$ cat src/rtl/seq_pkg.sv
package seq_pkg;

    parameter int IO_LINES  = 4;
    parameter int SEL_W     = $clog2(IO_LINES);
    parameter int DUR_W     = 8;
    parameter int MAX_STEPS = 8;
    parameter int STEP_W    = $clog2(MAX_STEPS);

    typedef struct packed {
        logic [SEL_W-1:0] dst;
        logic [SEL_W-1:0] src;
        logic [DUR_W-1:0] ticks;
    } step_t;

    typedef step_t [MAX_STEPS-1:0] program_t;

    typedef enum logic {
        ST_RUN  = 1'b0,
        ST_DONE = 1'b1
    } seq_state_t;

    function automatic program_t default_program();
        program_t p;
        p = '0;
        p[0] = '{dst: SEL_W'(0), src: SEL_W'(0), ticks: DUR_W'(4)};
        p[1] = '{dst: SEL_W'(1), src: SEL_W'(2), ticks: DUR_W'(7)};
        p[2] = '{dst: SEL_W'(2), src: SEL_W'(1), ticks: DUR_W'(6)};
        p[3] = '{dst: SEL_W'(1), src: SEL_W'(0), ticks: DUR_W'(4)};
        return p;
    endfunction

endpackage

$ cat src/rtl/seq_timer.sv
module seq_timer #(
    parameter int TICK_CYCLES = 25_000_000,
    parameter int DUR_W       = 8
) (
    input  logic             clk,
    input  logic             rst_n,
    input  logic             run,
    input  logic [DUR_W-1:0] ticks,
    output logic             expire
);
    localparam int CYC_W = $clog2(TICK_CYCLES + 1);

    logic [CYC_W-1:0] cyc_q;
    logic [DUR_W-1:0] tick_q;
    logic             tick_end;
    logic             last_tick;

    assign tick_end  = (cyc_q == CYC_W'(TICK_CYCLES - 1));
    assign last_tick = ({1'b0, tick_q} + 1'b1) >= {1'b0, ticks};
    assign expire    = run && tick_end && last_tick;

    always_ff @(posedge clk or negedge rst_n) begin
        if (!rst_n) begin
            cyc_q  <= '0;
            tick_q <= '0;
        end else if (!run || expire) begin
            cyc_q  <= '0;
            tick_q <= '0;
        end else if (tick_end) begin
            cyc_q  <= '0;
            tick_q <= tick_q + 1'b1;
        end else begin
            cyc_q  <= cyc_q + 1'b1;
        end
    end


    cyc_bound_chk: assert property (@(posedge clk) disable iff (!rst_n)
        cyc_q < CYC_W'(TICK_CYCLES));


    idle_clear_chk: assert property (@(posedge clk) disable iff (!rst_n)
        !run |=> (cyc_q == '0 && tick_q == '0));

endmodule

$ cat src/rtl/seq_router.sv
module seq_router #(
    parameter int IO_LINES = 4,
    parameter int SEL_W    = 2
) (
    input  logic                active,
    input  logic [SEL_W-1:0]    dst,
    input  logic [SEL_W-1:0]    src,
    input  logic [IO_LINES-1:0] in_lines,
    output logic [IO_LINES-1:0] out_lines
);
    logic picked;
    assign picked = in_lines[src];

    for (genvar i = 0; i < IO_LINES; i++) begin : g_out
        assign out_lines[i] = active && (dst == SEL_W'(i)) && picked;
    end


    always_comb begin
        single_out_chk: assert ($countones(out_lines) <= 1);
    end

endmodule

$ cat src/rtl/route_sequencer.sv
module route_sequencer #(
    parameter int                TICK_CYCLES = 25_000_000,
    parameter int                NUM_STEPS   = 4,
    parameter seq_pkg::program_t PROGRAM     = seq_pkg::default_program()
) (
    input  logic                           clk,
    input  logic                           rst_n,
    input  logic                           loop_en,
    input  logic [seq_pkg::IO_LINES-1:0]   in_lines,
    output logic [seq_pkg::IO_LINES-1:0]   out_lines,
    output logic [seq_pkg::MAX_STEPS-1:0]  step_status
);
    import seq_pkg::*;

    localparam logic [STEP_W-1:0] LAST_STEP = STEP_W'(NUM_STEPS - 1);

    seq_state_t        state_q, state_d;
    logic [STEP_W-1:0] step_q, step_d;
    step_t             cur;
    logic              running;
    logic              expire;

    assign cur     = PROGRAM[step_q];
    assign running = (state_q == ST_RUN);

    seq_timer #(
        .TICK_CYCLES (TICK_CYCLES),
        .DUR_W       (DUR_W)
    ) i_timer (
        .clk    (clk),
        .rst_n  (rst_n),
        .run    (running),
        .ticks  (cur.ticks),
        .expire (expire)
    );

    always_comb begin
        state_d = state_q;
        step_d  = step_q;
        unique case (state_q)
            ST_RUN: begin
                if (expire) begin
                    if (step_q != LAST_STEP) begin
                        step_d = step_q + 1'b1;
                    end else if (loop_en) begin
                        step_d = '0;
                    end else begin
                        state_d = ST_DONE;
                        step_d  = '0;
                    end
                end
            end
            ST_DONE: begin
                state_d = ST_DONE;
            end
            default: begin
                state_d = ST_DONE;
            end
        endcase
    end

    always_ff @(posedge clk or negedge rst_n) begin
        if (!rst_n) begin
            state_q <= ST_RUN;
            step_q  <= '0;
        end else begin
            state_q <= state_d;
            step_q  <= step_d;
        end
    end

    always_comb begin
        step_status = '0;
        unique case (state_q)
            ST_RUN:  step_status[step_q] = 1'b1;
            ST_DONE: step_status = '0;
            default: step_status = '0;
        endcase
    end

    seq_router #(
        .IO_LINES (IO_LINES),
        .SEL_W    (SEL_W)
    ) i_router (
        .active    (running),
        .dst       (cur.dst),
        .src       (cur.src),
        .in_lines  (in_lines),
        .out_lines (out_lines)
    );


    status_onehot_chk: assert property (@(posedge clk) disable iff (!rst_n)
        running |-> $onehot0(step_status) && step_status != '0);


    done_quiet_chk: assert property (@(posedge clk) disable iff (!rst_n)
        !running |-> (out_lines == '0 && step_status == '0));


    done_sticky_chk: assert property (@(posedge clk) disable iff (!rst_n)
        !running |=> !running);


    step_hold_chk: assert property (@(posedge clk) disable iff (!rst_n)
        !expire |=> $stable(step_q));


    step_range_chk: assert property (@(posedge clk) disable iff (!rst_n)
        step_q <= LAST_STEP);

endmodule

$ cat config.mk
export PLATFORM = sky130hd
export DESIGN_NAME = route_sequencer
export DESIGN_NICKNAME = d
export VERILOG_FILES = /design/src/rtl/seq_pkg.sv /design/src/rtl/seq_timer.sv /design/src/rtl/seq_router.sv /design/src/rtl/route_sequencer.sv
export SDC_FILE = /design/constraint.sdc
export NUM_CORES = 1
export LEC_CHECK = 0
export ABC_AREA = 1
export BUFFER_PORTS_ARGS = -buffer_cell sky130_fd_sc_hd__buf_2
export CORE_MARGIN = 1.5
export CORE_UTILIZATION = 55
export CTS_CLUSTER_SIZE = 16
export DETAILED_ROUTE_END_ITERATION = 16
export PLACE_DENSITY = 0.73
export SKIP_CTS_REPAIR_TIMING = 1
export SKIP_LAST_GASP = 1
export SLEW_MARGIN = 20
export SYNTH_ARGS = -nofsm -noshare
export SYNTH_HDL_FRONTEND = slang
export SYNTH_SLANG_ARGS = --single-unit
$ cat constraint.sdc
create_clock -name clk -period 5 [get_ports clk]
set_input_delay 0 -clock clk [delete_from_list [all_inputs] [get_ports clk]]
set_output_delay 0 -clock clk [all_outputs]
set_load 0.01 [all_outputs]
# Word-level counts from Yosys, hierarchy flattened

Memories as Yosys holds them, arrays and structs flattened.
Index checks and enable logic that the tools add are counted.

Mux-type cells: 15
Reduce and logical (&&, ||, !) cells: 15
$add $sub $neg: 4
Order comparisons: 4
Bitwise logic cells: 1
Eq/ne operators: 5

Operators with widths:

| kind                  | count |
|---|---|
| $mux 25               | 2 |
| $add 25x1->25 const B | 1 |
| $eq 25x25->1 const B  | 1 |
| $mux 8                | 2 |
| $pmux 8 s2            | 1 |
| $mux 12               | 1 |
| $logic_and 1x1->1     | 11 |
| $add 8x1->9 const B   | 1 |
| $ge 9x8->1            | 1 |
| $add 8x1->8 const B   | 1 |
| $mux 1                | 5 |
| $eq 2x2->1 const B    | 2 |
| $lt 3x4->1 const B    | 1 |
| $add 3x1->3 const B   | 1 |
| $demux 1 s3           | 1 |
| $ge 3x1->1 const B    | 1 |
| $lt 2x3->1 const B    | 1 |
| $mux 3                | 1 |
| $ne 3x2->1 const B    | 1 |
| $bmux 1 s2            | 1 |
| $eq 2x1->1 const B    | 1 |
| $logic_not 2->1       | 1 |
| $pmux 1 s2            | 1 |
| $reduce_and 2->1      | 1 |
| other kinds (3)       | 3 |

Input port bits: 7
Memories kept: 1
Output and inout port bits: 12
ROM bits: 96
Register bits: 37

Memory list:

| memory          | depth | bits a word | rd ports | clocked after Yosys merged registers in | wr ports | line                  | text |
|---|---|---|---|---|---|---|---|
| (no name shown) | 8     | 12          | 1        | 0                                       | 0        | route_sequencer.sv:23 | `assign cur = PROGRAM[step_q];` |

# Longest topological paths before layout

Gate-level depths: netlist of run 1.

Depth after elaboration: 6
Depth in mapped cells: 14
Gate-level depth less buffers: 14

# Hierarchy

A second synthesis of run 1 with hierarchy kept.

Cells, all modules: 368
Area, all modules: 2610.0 µm²

Modules (own cells, without submodules):

| module          | area an instance (µm²) | times used | cells an instance |
|---|---|---|---|
| seq_timer       | 2195.9                 | 1          | 299 |
| route_sequencer | 327.8                  | 1          | 50 |
| seq_router      | 86.3                   | 1          | 19 |

# Worst setup path before layout of run 1

Ideal clock, no wire load.

Kind: register to register
From: register step_q[0]
To: register step_q[0]
Arrival: 1.838 ns
Path slack: 3.045 ns
Data required time: 4.883 ns
Setup time: 0.117 ns
Cell stages (with the launch flop): 12
Path through: dfrtp_1 -> inv_1 -> ha_1 -> or2_2 -> ha_1 -> nand2_1 -> nand2_1 -> nand2_1 -> nand3_1 -> nand3_1 -> nand2_1 -> nand2_1

Longest elaborated chain between the ends: 5
Elaborated cells between the ends (all ways): 8
Those cells by class: 1 x add/sub; 1 x order compare; 1 x eq/ne; 2 x mux; 2 x reduce/logical; 1 x memory

Ends and longest elaborated chain:

| what                          | line                  | text |
|---|---|---|
| start: declaration            | route_sequencer.sv:18 | `logic [STEP_W-1:0] step_q, step_d;` |
| start signal: assignment      | route_sequencer.sv:68 | `step_q <= step_d;` |
| $mem_v2 8x12                  | n/a                   |  |
| $mux 12 (not written as such) | route_sequencer.sv:23 |  |
| $ge 9x8->1                    | seq_timer.sv:19       | `assign last_tick = ({1'b0, tick_q} + 1'b1) >= {1'b0, ticks};` |
| $logic_and 1x1->1             | seq_timer.sv:20       | `assign expire = run && tick_end && last_tick;` |
| $reduce_and 2->1 (no line)    | n/a                   |  |

Several ways; a longest one is shown, not always the timed one. The select of a mux whose other input is x is not followed.
A chain may end at the register's enable or synchronous reset.

# Final worst setup path of run 1

From: register step_q[0]
To: register step_q[2]

The elaborated chain is that of the path after synthesis.

==> out/qor.txt, run 1 <==
Worst skew pair latency - 0.30 ns
Die width - 68.8 um
Crit-path max FO - 6
FP Rows - 23
Tot GR Track Use - 0.243
Fill cells - 393
Root buf cell - clkbuf_8
Syn Nets - 374
Worst-Margin Slew - 0.807 ns
Area Growth Syn to Fin - 9.89%
Placed wire-length estimate - 3840 um
Clock-pin slew on the worst setup and hold paths - 0.08 ns
Top post-synthesis cells by area - dfrtp_1, nand2_1, nor2_1
Pins over their slew limit - 0
Startpoint types - flip-flop
Initial antenna violation count - 0
DR DRC count - 0
WP data required - 5.19 ns
Top-area cell type share of the netlist area - 0.389
Vias in the first global route - 1925
Die Area - 0.00473 sq mm
Critical path's slowest cell - dfrtp_1
Fraction of layout cells with a size suffix above 1 - 0.0940
Syn Area/Cell - 6.63 sq um
Die Span Y - 68.8 um
First drt pass iteration count - 5
Hold Path Class - in -> async
Final-report hold violation count - 0
Total wire length - 5180 um
Status - finished clean
Synth area leader - dfrtp_1
TritonCTS clock tree - built
Inst Count DP - 423
Largest net degree at the start of global routing - 38
Post-synthesis cell count - 359
Synthesis warning total - 0
Final Power - 0.533 mW
RSZ-0062 raised after global routing - no
H-tree levels - 2
Core area - 0.00409 sq mm
Routed WL per cell - 12.0 um
WS Path Type - reg -> reg
Max Root-Sink Buffers - 2
First-pass GRT wire length - 8470 um
Maxcap violations - 0
CP Capture Type - flip-flop
Cell variety after synth - 22
RePlAce Congestion - 0.941
PortBufs - 18
Commonest non-fill, non-tap cells in the layout - nand2_1, nor2_1, inv_1
GRT overflow - 0
Starting DRT DRC Count - 171
Netlist Area Pre-Place - 0.00238 sq mm
Seq/Total Area, Yosys - 0.389
Worst-path cell chain - inv_1, ha_1, or2_2, ha_1, nand2_1, nand2_1, nand2_1, nand3_1, nand3_1, nand2_1, nand2_1
Synthesis-stage register bit count - 37
Skew final - 0.00665 ns
Top Ports - 19
Layout Cells excl Fill - 433
LEAKAGE - 1.13 nW
Nets - 397
Part of the cycle the worst path needs - 0.429
Setup_tns - 0 ns
Detail Route Antenna Nets - 0
Power Dens Cells - 204 mW/mm^2
Fmax - 0.467 GHz
DR vias/cell - 5.23
Ant. Diodes - 0
Hold slack - 0.330 ns
Commonest non-fill, non-tap cell in the layout - nand2_1
Worst path max stage delay - 0.44 ns
Crit path arrival time - 2.34 ns
Post-layout min period - 2.14 ns
Slew HR - 0.462
Total number of vias - 2265
TritonCTS Sinks - 37
Maximum vdd drop - 0.000134 V
Total CTS buffers - 5
# setup viols final - 0
Initial Utilization - 0.582
Cell mode on critical path - nand2_1
-- final timing paths --
path | start | endpoint | slack [ns] | depth (start not counted)
max in group asynchronous | rst_n | i_timer.cyc_q[22] | 4.16 | 2
worst min-delay path | rst_n | i_timer.cyc_q[5] | 0.33 | 2
worst min register to register | i_timer.tick_q[7] | i_timer.tick_q[7] | 0.50 | 2
worst max register to register | step_q[0] | step_q[2] | 2.86 | 11
min in group clk | i_timer.tick_q[7] | i_timer.tick_q[7] | 0.50 | 2
worst max-delay path | step_q[0] | step_q[2] | 2.86 | 11
-- layer usage --
layer	global-route usage	wire length (um)
met1	0.294	2360
met2	0.422	2510
met3	0.0698	263
met5	0	0
met4	0.0637	51
-- logic make-up (layout without fill, tap and decap cells) --
logic type | count (synthesis) | after routing | share of synthesized area
xor gates and xnor gates | 7 | 7 | 0.0258
AOI/OAI and AO/OA | 10 | 10 | 0.0210
and+or+nand+nor | 251 | 251 | 0.442
DFF | 37 | 37 | 0.389
adders and majority gates | 8 | 8 | 0.0421
buffers and inverters | 46 | 70 | 0.0794
-- power breakdown --
group	total (mW)	internal, mW	leakage, nW	switching, mW
clock	0.224	0.102	0.0452	0.122
sequential	0.299	0.299	0.512	0
combinational	0.00980	0.00301	0.571	0.00679
-- Yosys cell counts, drive strengths merged --
library cell and instances:
buf 3, nand4 8, clkbuf 1, or2 1
nand3b 2, clkinv 1, dfrtp 37, ha 8
and2 2, nand3 23, inv 41, a21oi 7
o21ai 3, nor3b 3, xor2 7, nor3 12
nand2 99, nor2 101
-- state kept, by name, indices dropped and copies added (netlist names) --
register	cells
i_timer.cyc_q	25
i_timer.tick_q	8
state_q	1
step_q	3
-- through the flow --
step	utilization	cell area, sq um	setup slack (ns)
3_3_place_gp	0.612	2500	2.92
5_1_grt	0.640	2610	2.64
3_5_place_dp	0.612	2500	2.89
4_1_cts	0.635	2590	2.85
6_report	0.640	2610	2.86
2_1_floorplan	-	2380	3.04
-- worst max-delay path, delay by kind of cell (launching register included) --
family	cells	cell delay, ns
fa+ha+maj	2	0.58
simple gates	8	0.93
flops	1	0.44
buf+inv	1	0.10
-- final cells by class --
cell class | instances | area [sq um] | area share
timing repair buffer | 20 | 110 | 0.0421
multi-input combinational | 276 | 1260 | 0.483
inverter | 42 | 158 | 0.0603
clock inverter | 3 | 25.0 | 0.00957
clock buffer | 5 | 68.8 | 0.0263
sequential | 37 | 926 | 0.354
tap | 50 | 62.6 | 0.0239
Power figures use the tool's default switching activity.
==> inputs of run 2 (changes only) <==
--- a/config.mk
+++ b/config.mk
@@ -8,10 +8,10 @@
 export ABC_AREA = 1
 export BUFFER_PORTS_ARGS = -buffer_cell sky130_fd_sc_hd__buf_2
 export CORE_MARGIN = 1.5
-export CORE_UTILIZATION = 55
+export CORE_UTILIZATION = 54
 export CTS_CLUSTER_SIZE = 16
 export DETAILED_ROUTE_END_ITERATION = 16
-export PLACE_DENSITY = 0.73
+export PLACE_DENSITY = 0.75
 export SKIP_CTS_REPAIR_TIMING = 1
 export SKIP_LAST_GASP = 1
 export SLEW_MARGIN = 20
==> constraint.sdc (replaced) <==
create_clock -name clk -period 1.8 [get_ports clk]
set_input_delay 0 -clock clk [delete_from_list [all_inputs] [get_ports clk]]
set_output_delay 0 -clock clk [all_outputs]
set_load 0.01 [all_outputs]
==> run 2 against run 1 <==
  * The flow now finishes with violations (negative setup slack)
  * Maximum frequency grew 14%
  * Via count is 3.9% higher
  * Count of clock-buffer cells in the layout is 1 higher
  * Register-to-register slack lost 2.9 ns
  * Critical endpoint is now step_q[1]
  * Highest routed layer unchanged
==> out/qor.txt, run 2 (same netlist as run 1, synthesis figures left out) <==
Tot GR Track Use - 0.246 (was 0.243)
Largest registers - i_timer.cyc_q: 25 flops, i_timer.tick_q: 8 flops, step_q: 3 flops (unchanged)
Die Area - 0.00481 sq mm (was 0.00473 sq mm)
Max layer used - met4 (unchanged)
Worst-Margin Slew - 0.817 ns (was 0.807 ns)
Die width - 69.4 um (was 68.8 um)
Commonest non-fill, non-tap cell in the layout - nor2_1 (was nand2_1)
Met3 routed WL - 189 um (was 263 um)
Pins over their slew limit - 0 (unchanged)
Clock-pin slew on the worst setup and hold paths - 0.08 ns (about the same)
Internal power - 1.11 mW (was 0.403 mW)
Total CTS buffers - 5 (unchanged)
Sequential share of power - 0.575 (was 0.561)
CP Capture Type - flip-flop (unchanged)
WL met2 - 3070 um (was 2510 um)
R2r worst-path depth - 11 (unchanged)
Nets - 414 (was 397)
Commonest non-fill, non-tap cells in the layout - nor2_1, nand2_1, dfrtp_1 (was nand2_1, nor2_1, inv_1)
Max Root-Sink Buffers - 2 (unchanged)
First-pass GRT wire length - 9590 um (was 8470 um)
Clk pwr share - 0.405 (was 0.421)
Met1 wire length - 2560 um (was 2360 um)
Sw Share - 0.230 (was 0.243)
Top Ports - 19 (unchanged)
Post-layout min period - 1.88 ns (was 2.14 ns)
Part of the cycle the worst path needs - 1.05 (was 0.429)
WS Path Type - reg -> reg (unchanged)
Detail Route Antenna Nets - 0 (unchanged)
Final setup margin - -0.0817 ns (was 2.86 ns)
Hold Path Class - in -> async (unchanged)
Flop2flop setup slack - -0.08 ns (was 2.86 ns)
Gate power share - 0.020 (was 0.018)
Die Span Y - 69.4 um (was 68.8 um)
Root buf cell - clkbuf_8 (unchanged)
TritonCTS clock tree - built (unchanged)
H-tree levels - 2 (unchanged)
Core area - 0.00412 sq mm (was 0.00409 sq mm)
LEAKAGE - 1.22 nW (was 1.13 nW)
Max FFs per register - 25 (unchanged)
Crit-path max FO - 6 (unchanged)
Failing checks - negative setup slack
RePlAce Congestion - 0.957 (was 0.941)
Reg2reg start - step_q[0] (unchanged)
Final-report hold violation count - 0 (unchanged)
NetSw - 0.332 mW (was 0.129 mW)
First drt pass iteration count - 5 (unchanged)
Vias in the first global route - 2266 (was 1925)
Fraction of layout cells with a size suffix above 1 - 0.225 (was 0.0940)
Starting DRT DRC Count - 173 (was 171)
Worst skew pair latency - 0.30 ns (about the same)
Initial Utilization - 0.578 (was 0.582)
Fill cells - 331 (was 393)
Startpoint types - flip-flop (unchanged)
Final core occ - 0.713 (was 0.640)
RSZ-0062 raised after global routing - yes (was no)
Routed WL per cell - 13.2 um (was 12.0 um)
Total wire length - 5960 um (was 5180 um)
PortBufs - 18 (unchanged)
Crit path arrival time - 2.07 ns (was 2.34 ns)
Total number of vias - 2354 (was 2265)
Ant. Diodes - 0 (unchanged)
Placed wire-length estimate - 4220 um (was 3840 um)
Maximum vdd drop - 0.000405 V (was 0.000134 V)
Dpl cell area - 0.00262 sq mm (was 0.00250 sq mm)
Top reg by flops - i_timer.cyc_q (unchanged)
Design Area, Final - 0.00293 sq mm (was 0.00261 sq mm)
WP data required - 1.98 ns (was 5.19 ns)
DR DRC count - 0 (unchanged)
Maxcap violations - 0 (unchanged)
Power Dens Cells - 492 mW/mm^2 (was 204 mW/mm^2)
Fmax - 0.531 GHz (was 0.467 GHz)
Status - complete, but fails checks (was finished clean)
Area Growth Syn to Fin - 23.3% (was 9.89%)
Largest net degree at the start of global routing - 38 (unchanged)
GRT overflow - 0 (unchanged)
Skew final - 0.0102 ns (was 0.00665 ns)
Slew HR - 0.455 (was 0.462)
# setup viols final - 12 (was 0)
Initial antenna violation count - 0 (unchanged)
DR vias/cell - 5.23 (about the same)
FP Rows - 23 (unchanged)
Reg-to-reg endpoint - step_q[1] (was step_q[2])
TritonCTS Sinks - 37 (unchanged)
## run 2: cell count changes in the layout (fill, tap and decap cells not counted), sizes merged
cell,delta
buf,+17
clkbuf,+1
clkinvlp,+2
inv,-3
## run 2: worst max path at each step
stage	slack, ns	start	cells after the start	endpoint
after floorplan	0.02	step_q[0]	11	i_timer.cyc_q[21]
after global placement	0.006	step_q[0]	11	step_q[0]
after detailed placement	-0.07	step_q[1]	14	i_timer.cyc_q[21]
after CTS	-0.09	step_q[1]	14	i_timer.cyc_q[21]
after global routing	-0.13	step_q[1]	10	out_lines[1]
final	-0.08	step_q[0]	11	step_q[1]
## run 2: area by class of cell
cell class              instances  area, sq um  share of cell area
clock buffers                   6         72.6              0.0247
clock inverters                 2         15.0             0.00512
inverters                      42          161              0.0550
multi-input cells             276         1440               0.491
flip-flops and latches         37          927               0.316
well taps                      50         62.6              0.0213
repair buffers                 37          254              0.0866
## run 2: worst max-delay path, cell delays in order, from the launching register on
cell and delay, ns:
dfrtp_1 0.40, inv_2 0.09, ha_4 0.21, or2_4 0.24, ha_4 0.26, nand2_2 0.05
nand2_2 0.05, nand2_2 0.08, nand3_4 0.13, nand3_4 0.11, nand2_2 0.09, nand2_1 0.05
## run 2: power by group through the flow
stage	Combinational (mW)	Clock, mW	Sequential [mW]
2_1_floorplan	0.00243	0	0.847
6_report	0.0287	0.584	0.831
3_5_place_dp	0.0254	0	0.847
4_1_cts	0.0255	0.596	0.830
5_1_grt	0.0344	0.624	0.830
3_3_place_gp	0.0251	0	0.847
## run 2: metrics by stage
stage                     worst slack (ns)  setup TNS (ns)  instances  total power, mW  hold WS [ns]
after floorplan                     0.0241               0        359            0.850        -0.296
after global placement             0.00645               0        432            0.872         0.138
after detailed placement           -0.0744          -0.286        432            0.872         0.140
after CTS                          -0.0920          -0.480        440             1.45        -0.182
after global routing                -0.135           -1.37        450             1.49         0.431
final                              -0.0817          -0.587        450             1.44         0.326
## run 2: layer usage
layer | vias to the layer above | track usage
met3 | 14 | 0.0422
li1 | 1198 | -
met1 | 1094 | 0.282
met4 | 0 | 0.0893
met5 | - | 0
met2 | 48 | 0.455
